==> src/rtl/secded_pkg.sv <==
package secded_pkg;

  // Number of ones in a vector of up to 16 bits.
  function automatic int ones16(input logic [15:0] v);
    int n;
    n = 0;
    for (int b = 0; b < 16; b++) n += int'(v[b]);
    return n;
  endfunction

  // Column of the parity-check matrix for code-word position pos.
  // Check positions (pos >= dw) use unit columns. Data positions use the
  // odd-weight columns of weight three and up: lightest weight first,
  // ascending value within a weight.
  function automatic logic [15:0] hcol(input int pos, input int dw, input int cw);
    logic [15:0] res;
    int k;
    res = '0;
    k = 0;
    if (pos >= dw) begin
      res[pos - dw] = 1'b1;
    end else begin
      for (int w = 3; w <= cw; w += 2) begin
        for (int v = 1; v < (1 << cw); v++) begin
          if (ones16(16'(v)) == w) begin
            if (k == pos) res = 16'(v);
            k++;
          end
        end
      end
    end
    return res;
  endfunction

endpackage

==> src/rtl/secded_chkgen.sv <==
module secded_chkgen #(
  parameter int DATA_W = 4,
  parameter int CHK_W  = 4
) (
  input  logic [DATA_W-1:0] data,
  output logic [CHK_W-1:0]  chk
);
  logic [CHK_W-1:0] cols [DATA_W];

  for (genvar i = 0; i < DATA_W; i++) begin : g_col
    localparam logic [15:0] HC = secded_pkg::hcol(i, DATA_W, CHK_W);
    assign cols[i] = HC[CHK_W-1:0];
  end

  // Each check bit is the XOR of the data bits whose column has that row set.
  always_comb begin
    chk = '0;
    for (int i = 0; i < DATA_W; i++) begin
      for (int r = 0; r < CHK_W; r++) begin
        if (cols[i][r]) chk[r] = chk[r] ^ data[i];
      end
    end
  end
endmodule

==> src/rtl/secded_locate.sv <==
module secded_locate #(
  parameter int DATA_W = 4,
  parameter int CHK_W  = 4,
  localparam int N     = DATA_W + CHK_W,
  localparam int POS_W = $clog2(N)
) (
  input  logic [CHK_W-1:0] syn,
  output logic [N-1:0]     match,
  output logic             hit,
  output logic [POS_W-1:0] pos
);
  for (genvar j = 0; j < N; j++) begin : g_match
    localparam logic [15:0] HC = secded_pkg::hcol(j, DATA_W, CHK_W);
    assign match[j] = (syn == HC[CHK_W-1:0]);
  end

  assign hit = |match;

  // Columns are distinct, so at most one match bit is set.
  always_comb begin
    pos = '0;
    for (int j = 0; j < N; j++) begin
      if (match[j]) pos = pos | POS_W'(j);
    end
  end
endmodule

==> src/rtl/secded_codec.sv <==
module secded_codec #(
  parameter int DATA_W = 4,
  parameter int CHK_W  = 4,
  localparam int N     = DATA_W + CHK_W,
  localparam int POS_W = $clog2(N)
) (
  input  logic              clk,
  input  logic              rst_n,
  input  logic              enc_valid,
  input  logic [DATA_W-1:0] enc_data,
  output logic              enc_out_valid,
  output logic [N-1:0]      enc_word,
  input  logic              dec_valid,
  input  logic [N-1:0]      dec_word,
  output logic              dec_out_valid,
  output logic [DATA_W-1:0] data_out,
  output logic              err_single,
  output logic              err_double,
  output logic [POS_W-1:0]  err_pos
);
  // ---- encode path ----
  logic [CHK_W-1:0] enc_chk;

  secded_chkgen #(.DATA_W(DATA_W), .CHK_W(CHK_W)) u_enc_gen (
    .data (enc_data),
    .chk  (enc_chk)
  );

  always_ff @(posedge clk or negedge rst_n) begin
    if (!rst_n) begin
      enc_out_valid <= 1'b0;
      enc_word      <= '0;
    end else begin
      enc_out_valid <= enc_valid;
      if (enc_valid) enc_word <= {enc_chk, enc_data};
    end
  end

  // ---- decode path ----
  logic [DATA_W-1:0] rx_data;
  logic [CHK_W-1:0]  rx_chk;
  logic [CHK_W-1:0]  re_chk;
  logic [CHK_W-1:0]  syn;
  logic [N-1:0]      match;
  logic              syn_hit;
  logic              syn_zero;
  logic              syn_bad;
  logic [POS_W-1:0]  hit_pos;
  logic [DATA_W-1:0] fixed_data;

  assign rx_data = dec_word[DATA_W-1:0];
  assign rx_chk  = dec_word[N-1:DATA_W];

  secded_chkgen #(.DATA_W(DATA_W), .CHK_W(CHK_W)) u_dec_gen (
    .data (rx_data),
    .chk  (re_chk)
  );

  assign syn      = rx_chk ^ re_chk;
  assign syn_zero = (syn == '0);

  secded_locate #(.DATA_W(DATA_W), .CHK_W(CHK_W)) u_locate (
    .syn   (syn),
    .match (match),
    .hit   (syn_hit),
    .pos   (hit_pos)
  );

  // Nonzero syndrome that names no position: uncorrectable.
  assign syn_bad    = !syn_zero && !syn_hit;
  assign fixed_data = rx_data ^ match[DATA_W-1:0];

  always_ff @(posedge clk or negedge rst_n) begin
    if (!rst_n) begin
      dec_out_valid <= 1'b0;
      data_out      <= '0;
      err_single    <= 1'b0;
      err_double    <= 1'b0;
      err_pos       <= '0;
    end else begin
      dec_out_valid <= dec_valid;
      if (dec_valid) begin
        data_out   <= fixed_data;
        err_single <= syn_hit;
        err_double <= syn_bad;
        err_pos    <= hit_pos;
      end
    end
  end

  // ---- assertions ----
  a_r1_data_systematic: assert property (@(posedge clk) disable iff (!rst_n)
    enc_valid |=> (enc_out_valid && enc_word[DATA_W-1:0] == $past(enc_data)));

  a_r2_clean_pass: assert property (@(posedge clk) disable iff (!rst_n)
    (dec_valid && syn_zero) |=>
      (data_out == $past(rx_data) && !err_single && !err_double && err_pos == '0));

  a_r3_one_location: assert property (@(posedge clk) disable iff (!rst_n)
    dec_valid |-> $onehot0(match));

  a_r5_bad_raw: assert property (@(posedge clk) disable iff (!rst_n)
    (dec_valid && syn_bad) |=> (err_double && data_out == $past(rx_data) && err_pos == '0));

  a_r6_valid_delay: assert property (@(posedge clk) disable iff (!rst_n)
    dec_valid |=> dec_out_valid);

  a_r6_valid_drop: assert property (@(posedge clk) disable iff (!rst_n)
    !dec_valid |=> !dec_out_valid);

  a_r6_hold: assert property (@(posedge clk) disable iff (!rst_n)
    !dec_valid |=> ($stable(data_out) && $stable(err_single) &&
                    $stable(err_double) && $stable(err_pos)));

  a_r8_flags_exclusive: assert property (@(posedge clk) disable iff (!rst_n)
    !(err_single && err_double));

endmodule

==> config.mk <==
export PLATFORM = sky130hd
export DESIGN_NAME = secded_codec
export DESIGN_NICKNAME = d
export VERILOG_FILES = /design/src/rtl/secded_pkg.sv /design/src/rtl/secded_chkgen.sv /design/src/rtl/secded_locate.sv /design/src/rtl/secded_codec.sv
export SDC_FILE = /design/constraint.sdc
export NUM_CORES = 1
export LEC_CHECK = 0
export ABC_CLOCK_PERIOD_IN_PS = 1000
export BUFFER_PORTS_ARGS = -buffer_cell sky130_fd_sc_hd__buf_2
export CAP_MARGIN = 20
export CORE_MARGIN = 10
export CORE_UTILIZATION = 51
export DETAILED_ROUTE_END_ITERATION = 8
export PLACE_DENSITY = 0.78
export REMOVE_ABC_BUFFERS = 1
export SETUP_SLACK_MARGIN = 0.4
export SLEW_MARGIN = 10
export SYNTH_ARGS = -nofsm -noshare
export SYNTH_HDL_FRONTEND = slang
export SYNTH_SLANG_ARGS = --single-unit
==> constraint.sdc <==
create_clock -name clk -period 1 [get_ports clk]
set_clock_uncertainty 0.05 [all_clocks]
set_input_delay 0.15 -clock clk [delete_from_list [all_inputs] [get_ports clk]]
set_output_delay 0.15 -clock clk [all_outputs]
set_load 0.01 [all_outputs]
==> results of run 1 <==
## cells in the mapped netlist (all sizes together) (4+ instances only)
master,count,area (µm²)
nand2,5,18.8
o221ai,4,35.0
nor3,6,35.0
dfrtp,19,475
xor2,5,51.3
inv,4,15.0
nand3,6,30.0
mux2,8,90.1
xnor2,21,248
nor2,5,18.8
## cell families after synthesis
logic type / synth area share [%]
flops: 39.8
simple gates: 10.7
compound gates: 13.4
buf+inv: 3.46
mux: 7.55
xor+xnor: 25.1
## timing repair
action,4_1_cts
pin swaps,27
setup endpoints to repair,36
setup buffers,11
gates resized for setup,72
endpoints found under the hold margin,19
## metrics by stage
step	instances	utilization (%)
4_1_cts	194	92.6
3_5_place_dp	179	66.8
3_3_place_gp	179	66.8
2_1_floorplan	103	-
==> impl_results.md, run 1 <==
- Number of synthesized register bits: 19
- Netlist cell types: 27
- HPWL Detailed: 2280 µm
- Num ports: 35
- Post-Syn Area: 1190 µm²
- IO buf count: 34
- Largest net degree at the start of global routing: 20
- Last stage: global routing
- FP Rows: 17
- Halt Reason: [ERROR DPL-0038] Utilization greater than 100%, impossible to legalize
- Worst_ep kind: register data pin
- Initial Util: 54.0%
- Synthesized instance count: 108
- Post-GRT worst EP: data_out[1]$_DFFE_PN0P_/D
- Main flop type after synthesis: dfrtp_1
- Dpl ws: -0.514 ns
- Avg Inst Size Synth: 11.1 µm²
- Number of clock sinks: 19
- Post-synthesis sequential area ratio: 39.8%
- Die Width: 68.4 µm
- Clock buffer depth: 2
- Outcome: did not finish
- Die Y: 68.4 µm
- Clock root cell: clkbuf_4
- YS warnings: 0
- EDFF count, synth: 0
- TritonCTS buffer count: 3
- Synth async-reset ratio: 100%
- Routability-driven placement congestion ratio: 0.853
- Placed instance area: 1480 µm²
- H-Tree Level Count: 1
==> run 2, diff against run 1 <==
--- a/config.mk
+++ b/config.mk
@@ -8,12 +8,11 @@
 export ABC_CLOCK_PERIOD_IN_PS = 1000
 export BUFFER_PORTS_ARGS = -buffer_cell sky130_fd_sc_hd__buf_2
 export CAP_MARGIN = 20
-export CORE_MARGIN = 10
-export CORE_UTILIZATION = 51
+export CORE_AREA = 10 10 71 73
 export DETAILED_ROUTE_END_ITERATION = 8
-export PLACE_DENSITY = 0.78
+export DIE_AREA = 0 0 81 83
+export PLACE_DENSITY_LB_ADDON = 0.15
 export REMOVE_ABC_BUFFERS = 1
-export SETUP_SLACK_MARGIN = 0.4
 export SLEW_MARGIN = 10
 export SYNTH_ARGS = -nofsm -noshare
 export SYNTH_HDL_FRONTEND = slang
==> run 2 against run 1 <==
  * The flow now finishes, with violations (setup timing)
  * Synthesized area did not move
  * Synthesized cell count did not move
==> impl_results.md, run 2 <==
- Worst slew pin tran: 0.420 ns
- Netlist cell types: 27 (unchanged)
- Largest net degree at the start of global routing: 20
- Count of final hold-check violations: 0
- CP startpoint kind: primary input
- Outcome: finished, violations left
- Worst ir drop on vdd: 501 µV
- Layout cells sized above 1: 55.3%
- Largest cells by area after synthesis: dfrtp_1 40%, xnor2_1 10%, xnor2_2 8.2%, mux2_2 7.5%, o221ai_1 2.9%
- Initial antenna violation count: 0
- Iteration-0 DRC Markers: 55
- First-pass GRT wire length: 4690 µm
- Critical path buffer and inverter count: 1
- Worst Hold Depth: 1
- Achievable Freq: 934 MHz
- CP endpoint kind: flop
- Initial Util: 32.9% (-21 points)
- MaxCap Viol Count: 0
- Core area: 3630 µm²
- Vias in the first global route: 1043
- Number of synthesized register bits: 19 (unchanged)
- HPWL Detailed: 2300 µm (+0.85%)
- Die Width: 81 µm (+18%)
- Worst Path Class, Setup: primary input to flop
- DRC Markers: 0
- CTS tree: done
- Fin crit period: 1.07 ns
- Fillers: 334
- Period utilisation layout: 107%
- Post-synth top area share: 39.8% (unchanged)
- Clock transition at path regs: 0.07 ns
- Most common cell after layout, fill and taps aside: buf_2
- Post-detailed-route count of antenna-violating nets: 0
- ANT cells: 0
- Clock buffer depth: 2 (unchanged)
- Pint: 1.76 mW
- Path length in cells of the critical path: 5
- Total die area: 6720 µm²
- Top delay family on crit path: compound AO/OA/AOI/OAI gates
- WL/cell: 14.0 µm
- Power per cell area: 1350 nW/µm²
- Setup TNS: -0.257 ns
- Setup Viol. Count Final: 5
- Clock Latency Late Sink: 0.24 ns
- Clock root cell: clkbuf_8
- Synth async-reset ratio: 100% (unchanged)
- Biggest regs: enc_word: 8 flops, data_out: 4 flops, err_pos: 3 flops
- Grt ovf: 0
- Final wirelength: 2920 µm
- CP cell instances: buf_6 > xnor2_4 > nand3_2 > a2111o_1 > o221ai_1
- Post-Syn Area: 1190 µm² (unchanged)
- Crit path largest cell delay: 0.43 ns
- Die Y: 83 µm (+21%)
- FP Rows: 22 (+5)
- Main flop type after synthesis: dfrtp_1
- Hold slack: 0.0671 ns
- Comb power frac: 44.2%
- Max FFs per register: 8
- Final Max Tran Viols: 0
- Cell with the most instances after synthesis: dfrtp_1
- CP Data Required Time: 1.11 ns
- Slowest library cell on the worst path: a2111o_1
- Placed insts: 200 (+12%)
- Avg Inst Size Synth: 11.1 µm² (unchanged)
- DR vias/cell: 4.64
- Synth top cells by count: 19 x dfrtp_1, 14 x xnor2_1, 8 x mux2_2
- IO buf count: 34 (unchanged)
- TritonCTS buffer count: 3 (unchanged)
- Commonest cells after routing, fill and taps aside: 28 x buf_2, 19 x dfrtp_1, 16 x buf_4
- Clk pwr share: 19.6%
- Post-synthesis sequential area ratio: 39.8% (unchanged)
- NetSw: 0.846 mW
- Routability-driven placement congestion ratio: 0.788 (-7.6%)
- Largest area contributor in the synthesized netlist: dfrtp_1
- Reg with most FFs: enc_word
- Nets: 178
- EDFF count, synth: 0 (unchanged)
- YS warnings: 0 (unchanged)
- Total GRT Usage: 8.44%
- Sw frac: 32.4%
- Final setup margin: -0.0709 ns
- Crit-path max FO: 4
- Synthesized instance count: 108 (unchanged)
- Critical path arrival: 1.18 ns
- Hold Crit Class: primary input to flop
- Max-slew headroom: 72.0%
- Violated checks: setup timing
- P_leak: 0.826 nW
- Num ports: 35 (unchanged)
- DR pass1 iterations: 4
- Core Util, Final: 53.0%
- Sequential Power Share: 36.2%
- Unrepaired setup endpoints after global routing: yes
- Depth of the most critical reg-to-reg path: 3
- H-Tree Level Count: 1 (unchanged)
- Vias: 969
- Area grow syn2layout: 61.4%
- Number of clock sinks: 19 (unchanged)
- Final Non-Filler Cells: 209
run 2: cell counts after synthesis:
Identical to the previous run, type by type.
run 2: final cells by class:
class	count	area, µm²	area share, %
multi-input cells	80	925	48.0
well taps	48	60.1	3.12
inverters	4	15.0	0.779
repair buffers	54	407	21.1
flip-flops and latches	19	475	24.7
clock buffers	4	45.0	2.34
run 2: final timing paths:
path	endpoint	slack (ns)	startpoint
worst max-delay path	data_out[2]$_DFFE_PN0P_	-0.07	dec_word[0]
worst min-delay path	dec_out_valid$_DFF_PN0_	0.07	dec_valid
worst max register to register	err_double$_DFFE_PN0P_	0.14	err_double$_DFFE_PN0P_
worst min register to register	enc_word[0]$_DFFE_PN0P_	0.45	enc_word[0]$_DFFE_PN0P_
max in group asynchronous	enc_out_valid$_DFF_PN0_	0.29	rst_n
min in group asynchronous	enc_word[7]$_DFFE_PN0P_	0.31	rst_n
run 2: power groups by stage:
stage | combinational (mW) | sequential [mW] | clock, mW
final | 1.15 | 0.945 | 0.511
after global routing | 1.24 | 0.957 | 0.564
after CTS | 1.03 | 0.948 | 0.545
after detailed placement | 0.870 | 0.962 | 0
after global placement | 0.863 | 0.957 | 0
after floorplan | 0.429 | 1.02 | 0
run 2: kinds of logic (layout without fill, tap and decap cells):
logic type	count (synthesis)	in the layout	synth area share [%]
AO/OA/AOI/OAI	20	20	13.4
XOR/XNOR	26	26	25.1
buffers and inverters	9	62	3.46
flip-flops	19	19	39.8
multiplexers	8	8	7.55
AND/OR/NAND/NOR	26	26	10.7
run 2: routing by layer:
metal	global-route usage, %	up-vias	part of all wire (%)
li1	-	490	-
met1	9.03	450	39
met2	13.8	27	51
met3	2.91	2	8.3
met4	5.01	0	1.5
met5	0	-	0
run 2: metrics by stage:
stage | instance area (µm²) | setup WS [ns] | total power [mW]
4_1_cts | 1780 | -0.0670 | 2.52
6_report | 1930 | -0.0709 | 2.61
2_1_floorplan | 1170 | -0.192 | 1.45
3_5_place_dp | 1510 | -0.527 | 1.83
3_3_place_gp | 1510 | -0.500 | 1.82
5_1_grt | 1930 | -0.110 | 2.77
run 2: what timing repair did:
item / in CTS / in global routing
setup buffers: 3 / 5
endpoints found under the setup margin: 8 / 15
hold buffers: 1 / 0
gates resized for setup: 29 / 24
pin swaps: 5 / 12
hold endpoints to repair: 19 / 0
(Power assumes the default switching activity.)
==> run 3, diff against run 2 <==
--- a/config.mk
+++ b/config.mk
@@ -6,11 +6,14 @@
 export NUM_CORES = 1
 export LEC_CHECK = 0
 export ABC_CLOCK_PERIOD_IN_PS = 1000
-export BUFFER_PORTS_ARGS = -buffer_cell sky130_fd_sc_hd__buf_2
 export CAP_MARGIN = 20
+export CELL_PAD_IN_SITES_DETAIL_PLACEMENT = 0
+export CELL_PAD_IN_SITES_GLOBAL_PLACEMENT = 1
 export CORE_AREA = 10 10 71 73
 export DETAILED_ROUTE_END_ITERATION = 8
 export DIE_AREA = 0 0 81 83
+export DONT_BUFFER_PORTS = 1
+export HOLD_SLACK_MARGIN = 0.1
 export PLACE_DENSITY_LB_ADDON = 0.15
 export REMOVE_ABC_BUFFERS = 1
 export SLEW_MARGIN = 10
==> run 3 against run 2 <==
  * The flow finishes with violations (hold timing)
  * Clock power up 2%
  * Critical path depth is 4 lower
  * Final area shrank 20%
  * Global-route usage rose by 0.23 points
  * Via count shrank 13%
  * Final cell count fell by 20%
  * Worst hold slack got worse by 0.53 ns
  * Die area is the same
  * Clock-buffer cell count is the same
  * Sequential power up 9%
==> impl_results.md, run 3 (same netlist as run 2, synthesis figures left out) <==
- Core area: 3630 µm² (unchanged)
- Initial antenna violation count: 0 (unchanged)
- Post-CTS Hold Fix Bufs: 4 (+3)
- Hold Crit Class: primary input to asynchronous set/reset pin
- Critical path arrival: 0.76 ns (-0.42 ns)
- Critical path buffer and inverter count: 1 (unchanged)
- DRC Markers: 0 (unchanged)
- Power per cell area: 1460 nW/µm² (+7.6%)
- Slowest library cell on the worst path: dfrtp_1
- Final wirelength: 2860 µm (-2.3%)
- R2R Path End: enc_word[4]$_DFFE_PN0P_
- Clock root cell: clkbuf_8
- Reg with most FFs: enc_word
- Vias: 841 (-13%)
- Unrepaired setup endpoints after global routing: yes
- Hold slack: -0.462 ns (-0.529 ns)
- Layout cells sized above 1: 35.0% (-20 points)
- Clock transition at path regs: 0.07 ns (about the same)
- Post-CTS setup repair buffer count: 0 (-3)
- Crit path largest cell delay: 0.39 ns (-0.04 ns)
- Placed insts: 160 (-20%)
- CP startpoint kind: flop
- Biggest regs: enc_word: 8 flops, data_out: 4 flops, err_pos: 3 flops
- H-Tree Level Count: 1 (unchanged)
- Area grow syn2layout: 29.5%
- Most common cell after layout, fill and taps aside: dfrtp_1
- Setup Viol. Count Final: 0 (-5)
- Die Y: 83 µm (unchanged)
- Count of final hold-check violations: 27 (+27)
- Number of clock sinks: 19 (unchanged)
- Largest net degree at the start of global routing: 24 (+20%)
- Worst Path Class, Setup: flop to output port
- Clock buffer depth: 2 (unchanged)
- Commonest cells after routing, fill and taps aside: 19 x dfrtp_1, 9 x xnor2_1, 8 x mux2_2, 8 x xnor2_2
- Depth of the most critical reg-to-reg path: 1 (-2)
- Total die area: 6720 µm² (unchanged)
- Post-route design area: 1550 µm² (-20%)
- ANT cells: 0 (unchanged)
- Routability-driven placement congestion ratio: 0.804 (+2.0%)
- Period utilisation layout: 95.7% (-11 points)
- Num ports: 35 (unchanged)
- Core Util, Final: 42.5% (-11 points)
- Total GRT Usage: 8.67% (+0.23 points)
- Top delay family on crit path: flip-flops
- Max FFs per register: 8 (unchanged)
- Max-slew headroom: 76.3% (+4.3 points)
- MaxCap Viol Count: 0 (unchanged)
- Iteration-0 DRC Markers: 13 (-76%)
- Final Max Tran Viols: 0 (unchanged)
- WL/cell: 17.0 µm (+22%)
- Final Non-Filler Cells: 168 (-20%)
- Placed instance area: 1290 µm² (-14%)
- Die Width: 81 µm (unchanged)
- Grt ovf: 0 (unchanged)
- IO buf count: 0 (-100%)
- Reg2reg start: enc_word[4]$_DFFE_PN0P_
- Fin crit period: 0.957 ns (-0.113 ns)
- Nets: 137 (-23%)
- First-pass GRT wire length: 4690 µm (unchanged)
- Initial Util: 32.9% (unchanged)
- TritonCTS buffer count: 3 (unchanged)
- CP Data Required Time: 0.80 ns (-0.31 ns)
- CP cell instances: buf_6
- CTS tree: done
- P_leak: 0.617 nW (-25%)
- Achievable Freq: 1040 MHz (+12%)
- Worst ir drop on vdd: 427 µV (-15%)
- Worst slew pin tran: 0.356 ns (-0.0641 ns)
- CP endpoint kind: output port
- Vias in the first global route: 892 (-14%)
- DR vias/cell: 5.01 (+8.0%)
- Violated checks: hold timing
- Final Total Pwr: 2.25 mW (-14%)
- Clock Latency Late Sink: 0.25 ns (about the same)
- R2r setup slk: 0.14 ns (about the same)
- Outcome: finished, violations left
- HPWL Detailed: 2240 µm (-2.6%)
- DR pass1 iterations: 4 (unchanged)
- Crit-path max FO: 2 (-2)
- Post-detailed-route count of antenna-violating nets: 0 (unchanged)
- FP Rows: 22 (unchanged)
==> run 3: cell count changes in the layout (fill, tap and decap cells not counted), moves of 3 or more <==
cell / change
buf_4: -10
buf_12: -4
nor3_2: +3
nor3_4: -3
dlygate4sd3_1: +3
buf_2: -28
xnor2_2: +6
xnor2_4: -5
==> run 3: layout make-up <==
cell class              instances  area (µm²)
inverters                       4        15.0
multi-input cells              80         831
clock buffers                   4        45.0
repair buffers                 13         119
flip-flops and latches         19         475
well taps                      48        60.1
fillers                       364        2090
==> run 3: worst max path at each step <==
stage | to | from | depth (start not counted)
2_1_floorplan | data_out[0]$_DFFE_PN0P_ | dec_word[0] | 4
3_3_place_gp | data_out[0]$_DFFE_PN0P_ | dec_word[0] | 4
3_5_place_dp | data_out[1]$_DFFE_PN0P_ | dec_word[0] | 4
4_1_cts | data_out[3]$_DFFE_PN0P_ | dec_word[0] | 5
5_1_grt | data_out[2]$_DFFE_PN0P_ | dec_word[3] | 4
6_report | data_out[3] | data_out[3]$_DFFE_PN0P_ | 1
==> run 3: routing by layer <==
metal	part of all wire, %	global-route usage (%)	wire [µm]	vias up
met5	0	0	0	-
met4	1.4	4.23	39	0
met3	12	4.31	342	2
met2	47	12.2	1330	31
met1	40	10.5	1140	398
li1	-	-	-	410
==> run 3: metrics by stage <==
stage	setup WS, ns	setup TNS, ns	hold WS [ns]
2_1_floorplan	-0.192	-1.06	-0.196
3_3_place_gp	-0.317	-2.33	-0.195
3_5_place_dp	-0.344	-2.35	-0.195
4_1_cts	0.00228	0	-0.470
5_1_grt	-0.00407	-0.00407	-0.475
6_report	0.0426	0	-0.462
==> run 3: timing repair <==
action                                  CTS  global route
endpoints found under the setup margin    4             9
gates resized for setup                   4            19
pin swaps                                 0             6
hold endpoints to repair                 38            38
==> run 3: report_power, final <==
group          total (mW)  switching, mW  leakage (nW)  internal (mW)
clock               0.519          0.237        0.0228          0.282
combinational       0.700          0.316         0.370          0.384
sequential           1.03          0.143         0.224          0.889
total                2.25          0.696         0.617           1.56
==> run 4, diff against run 3 <==
--- a/config.mk
+++ b/config.mk
@@ -5,7 +5,7 @@
 export SDC_FILE = /design/constraint.sdc
 export NUM_CORES = 1
 export LEC_CHECK = 0
-export ABC_CLOCK_PERIOD_IN_PS = 1000
+export ABC_CLOCK_PERIOD_IN_PS = 1100
 export CAP_MARGIN = 20
 export CELL_PAD_IN_SITES_DETAIL_PLACEMENT = 0
 export CELL_PAD_IN_SITES_GLOBAL_PLACEMENT = 1
==> constraint.sdc (replaced) <==
create_clock -name clk -period 1.1 [get_ports clk]
set_clock_uncertainty 0.05 [all_clocks]
set_input_delay 0.165 -clock clk [delete_from_list [all_inputs] [get_ports clk]]
set_output_delay 0.165 -clock clk [all_outputs]
set_load 0.01 [all_outputs]
==> run 4 against run 3 <==
  * The run still ends with hold timing left
  * Setup slack improved by 0.042 ns
  * Non-clock buffer count fell by 1
  * Global-route usage fell by 0.15 points
  * First-iteration DRC count rose by 120%
  * Combinational power fell by 23%
  * Clock power fell by 7.5%
  * Utilization fell by 4.0 points
  * Register-to-register slack improved by 0.08 ns
  * Worst hold slack improved by 0.0098 ns
  * Clock-buffer cell count fell by 1
==> impl_results.md, run 4 (same netlist as run 2, synthesis figures left out) <==
- Worst slew pin tran: 0.414 ns (+0.0578 ns)
- Total die area: 6720 µm² (unchanged)
- Crit path largest cell delay: 0.40 ns (about the same)
- Vias: 830 (-1.3%)
- Final wirelength: 2820 µm (-1.5%)
- Violated checks: hold timing
- Critical path arrival: 1.09 ns (+0.33 ns)
- Iteration-0 DRC Markers: 29 (+16)
- Post-detailed-route count of antenna-violating nets: 0 (unchanged)
- Worst ir drop on vdd: 396 µV (-7.2%)
- Unrepaired setup endpoints after global routing: yes
- Die Width: 81 µm (unchanged)
- IO buf count: 0 (unchanged)
- Nets: 136 (-0.73%)
- Num ports: 35 (unchanged)
- Achievable Freq: 985 MHz
- First-pass GRT wire length: 4660 µm (-0.60%)
- Depth of the most critical reg-to-reg path: 1 (unchanged)
- Power per cell area: 1400 nW/µm² (-4.2%)
- TritonCTS buffer count: 3 (unchanged)
- Clock buffer depth: 2 (unchanged)
- Final Max Tran Viols: 0 (unchanged)
- Initial antenna violation count: 0 (unchanged)
- Core Util, Final: 38.6% (-4.0 points)
- Clock Latency Late Sink: 0.25 ns (about the same)
- DRC Markers: 0 (unchanged)
- Clock transition at path regs: 0.07 ns (about the same)
- Total GRT Usage: 8.52% (-0.15 points)
- Initial Util: 32.9% (unchanged)
- Setup Viol. Count Final: 0 (unchanged)
- R2R Path End: enc_word[3]$_DFFE_PN0P_
- Largest net degree at the start of global routing: 24 (unchanged)
- Max FFs per register: 8 (unchanged)
- Most common cell after layout, fill and taps aside: dfrtp_1
- P_leak: 0.578 nW (-6.3%)
- Slowest library cell on the worst path: nor3_1
- ANT cells: 0 (unchanged)
- Routability-driven placement congestion ratio: 0.790 (-1.8%)
- Layout cells sized above 1: 27.7% (-7.3 points)
- H-Tree Level Count: 1 (unchanged)
- Die Y: 83 µm (unchanged)
- CP endpoint kind: flop
- Fillers: 378 (+3.8%)
- Fin crit period: 1.01 ns
- Reg2reg start: enc_word[3]$_DFFE_PN0P_
- Reg with most FFs: enc_word
- Final Total Pwr: 1.96 mW (-13%)
- Commonest cells after routing, fill and taps aside: 19 x dfrtp_1, 12 x xnor2_1, 8 x mux2_2, 8 x xnor2_2, 8 x buf_4
- Count of final hold-check violations: 26 (-3.7%)
- Worst Path Class, Setup: primary input to flop
- DR pass1 iterations: 4 (unchanged)
- Hold Crit Class: primary input to asynchronous set/reset pin
- Outcome: finished, violations left
- Vias in the first global route: 895 (+0.34%)
- Core area: 3630 µm² (unchanged)
- Post-CTS Hold Fix Bufs: 4 (unchanged)
- FP Rows: 22 (unchanged)
- DR vias/cell: 4.97 (-0.72%)
- HPWL Detailed: 2170 µm (-3.1%)
- Grt ovf: 0 (unchanged)
- Biggest regs: enc_word: 8 flops, data_out: 4 flops, err_pos: 3 flops
- Crit-path max FO: 5 (+3)
- Area grow syn2layout: 17.4%
- WL/cell: 16.9 µm (-0.88%)
- Hold slack: -0.453 ns (+0.00976 ns)
- Clock root cell: clkbuf_8
- Period utilisation layout: 92.3%
- CP Data Required Time: 1.17 ns (+0.37 ns)
- R2r setup slk: 0.22 ns (+0.08 ns)
- CP cell instances: xor2_1 > nor3_1 > o211a_1 > o221ai_1
- Number of clock sinks: 19 (unchanged)
- CP startpoint kind: primary input
- MaxCap Viol Count: 0 (unchanged)
- Max-slew headroom: 72.2% (-4.1 points)
- CTS tree: done
[run 4: final cells by class]
class / count / area (µm²) / area share (%)
multi-input combinational: 80 / 704 / 50.3
inverter: 4 / 15.0 / 1.07
clock buffer: 3 / 41.3 / 2.95
timing repair buffer: 12 / 100 / 7.14
tap: 48 / 60.1 / 4.29
sequential: 19 / 475 / 33.9
clock inverter: 1 / 5.00 / 0.357
[run 4: how the worst max path moves through the flow]
stage / from / end / slack (ns) / depth (start not counted)
floorplan: dec_word[0] / data_out[0]$_DFFE_PN0P_ / -0.11 / 4
finish: dec_word[0] / data_out[3]$_DFFE_PN0P_ / 0.09 / 4
detailed placement: dec_word[0] / data_out[0]$_DFFE_PN0P_ / -0.25 / 4
global route: dec_word[2] / err_pos[0]$_DFFE_PN0P_ / -0.01 / 4
global placement: dec_word[0] / data_out[0]$_DFFE_PN0P_ / -0.24 / 4
CTS: dec_word[0] / data_out[0]$_DFFE_PN0P_ / 0.03 / 4
[run 4: worst max-delay path, delay by kind of cell]
family          cells  cell delay (ns)
simple gates        1             0.40
compound gates      2             0.34
xor+xnor            1             0.18
[run 4: repair_timing]
item | 4_1_cts | 5_1_grt
gates resized for setup | 0 | 4
buffers inserted | 0 | 0
endpoints found under the hold margin | 38 | 38
endpoints found under the setup margin | 0 | 6
[run 4: layer usage]
metal / track usage (%) / up-vias / share of wire [%]
li1: - / 405 / -
met1: 11.4 / 399 / 44
met2: 12.0 / 24 / 45
met3: 2.91 / 2 / 9.4
met4: 3.76 / 0 / 1.1
met5: 0 / - / 0
[run 4: report_power, final]
group / total [mW] / switching [mW] / internal, mW
Sequential: 0.942 / 0.134 / 0.808
Combinational: 0.536 / 0.252 / 0.284
Clock: 0.480 / 0.228 / 0.251
Total: 1.96 / 0.614 / 1.34
[run 4: stage by stage]
| stage | cells | area (µm²) | hold WS [ns] | setup slack [ns] | setup TNS, ns |
|---|---|---|---|---|---|
| 3_3_place_gp | 159 | 1290 | -0.180 | -0.238 | -1.56 |
| 5_1_grt | 167 | 1400 | -0.465 | -0.0112 | -0.0112 |
| 6_report | 167 | 1400 | -0.453 | 0.0851 | 0 |
| 3_5_place_dp | 159 | 1290 | -0.180 | -0.250 | -1.59 |
| 4_1_cts | 167 | 1370 | -0.464 | 0.0350 | 0 |
| 2_1_floorplan | 103 | 1170 | -0.181 | -0.107 | -0.410 |
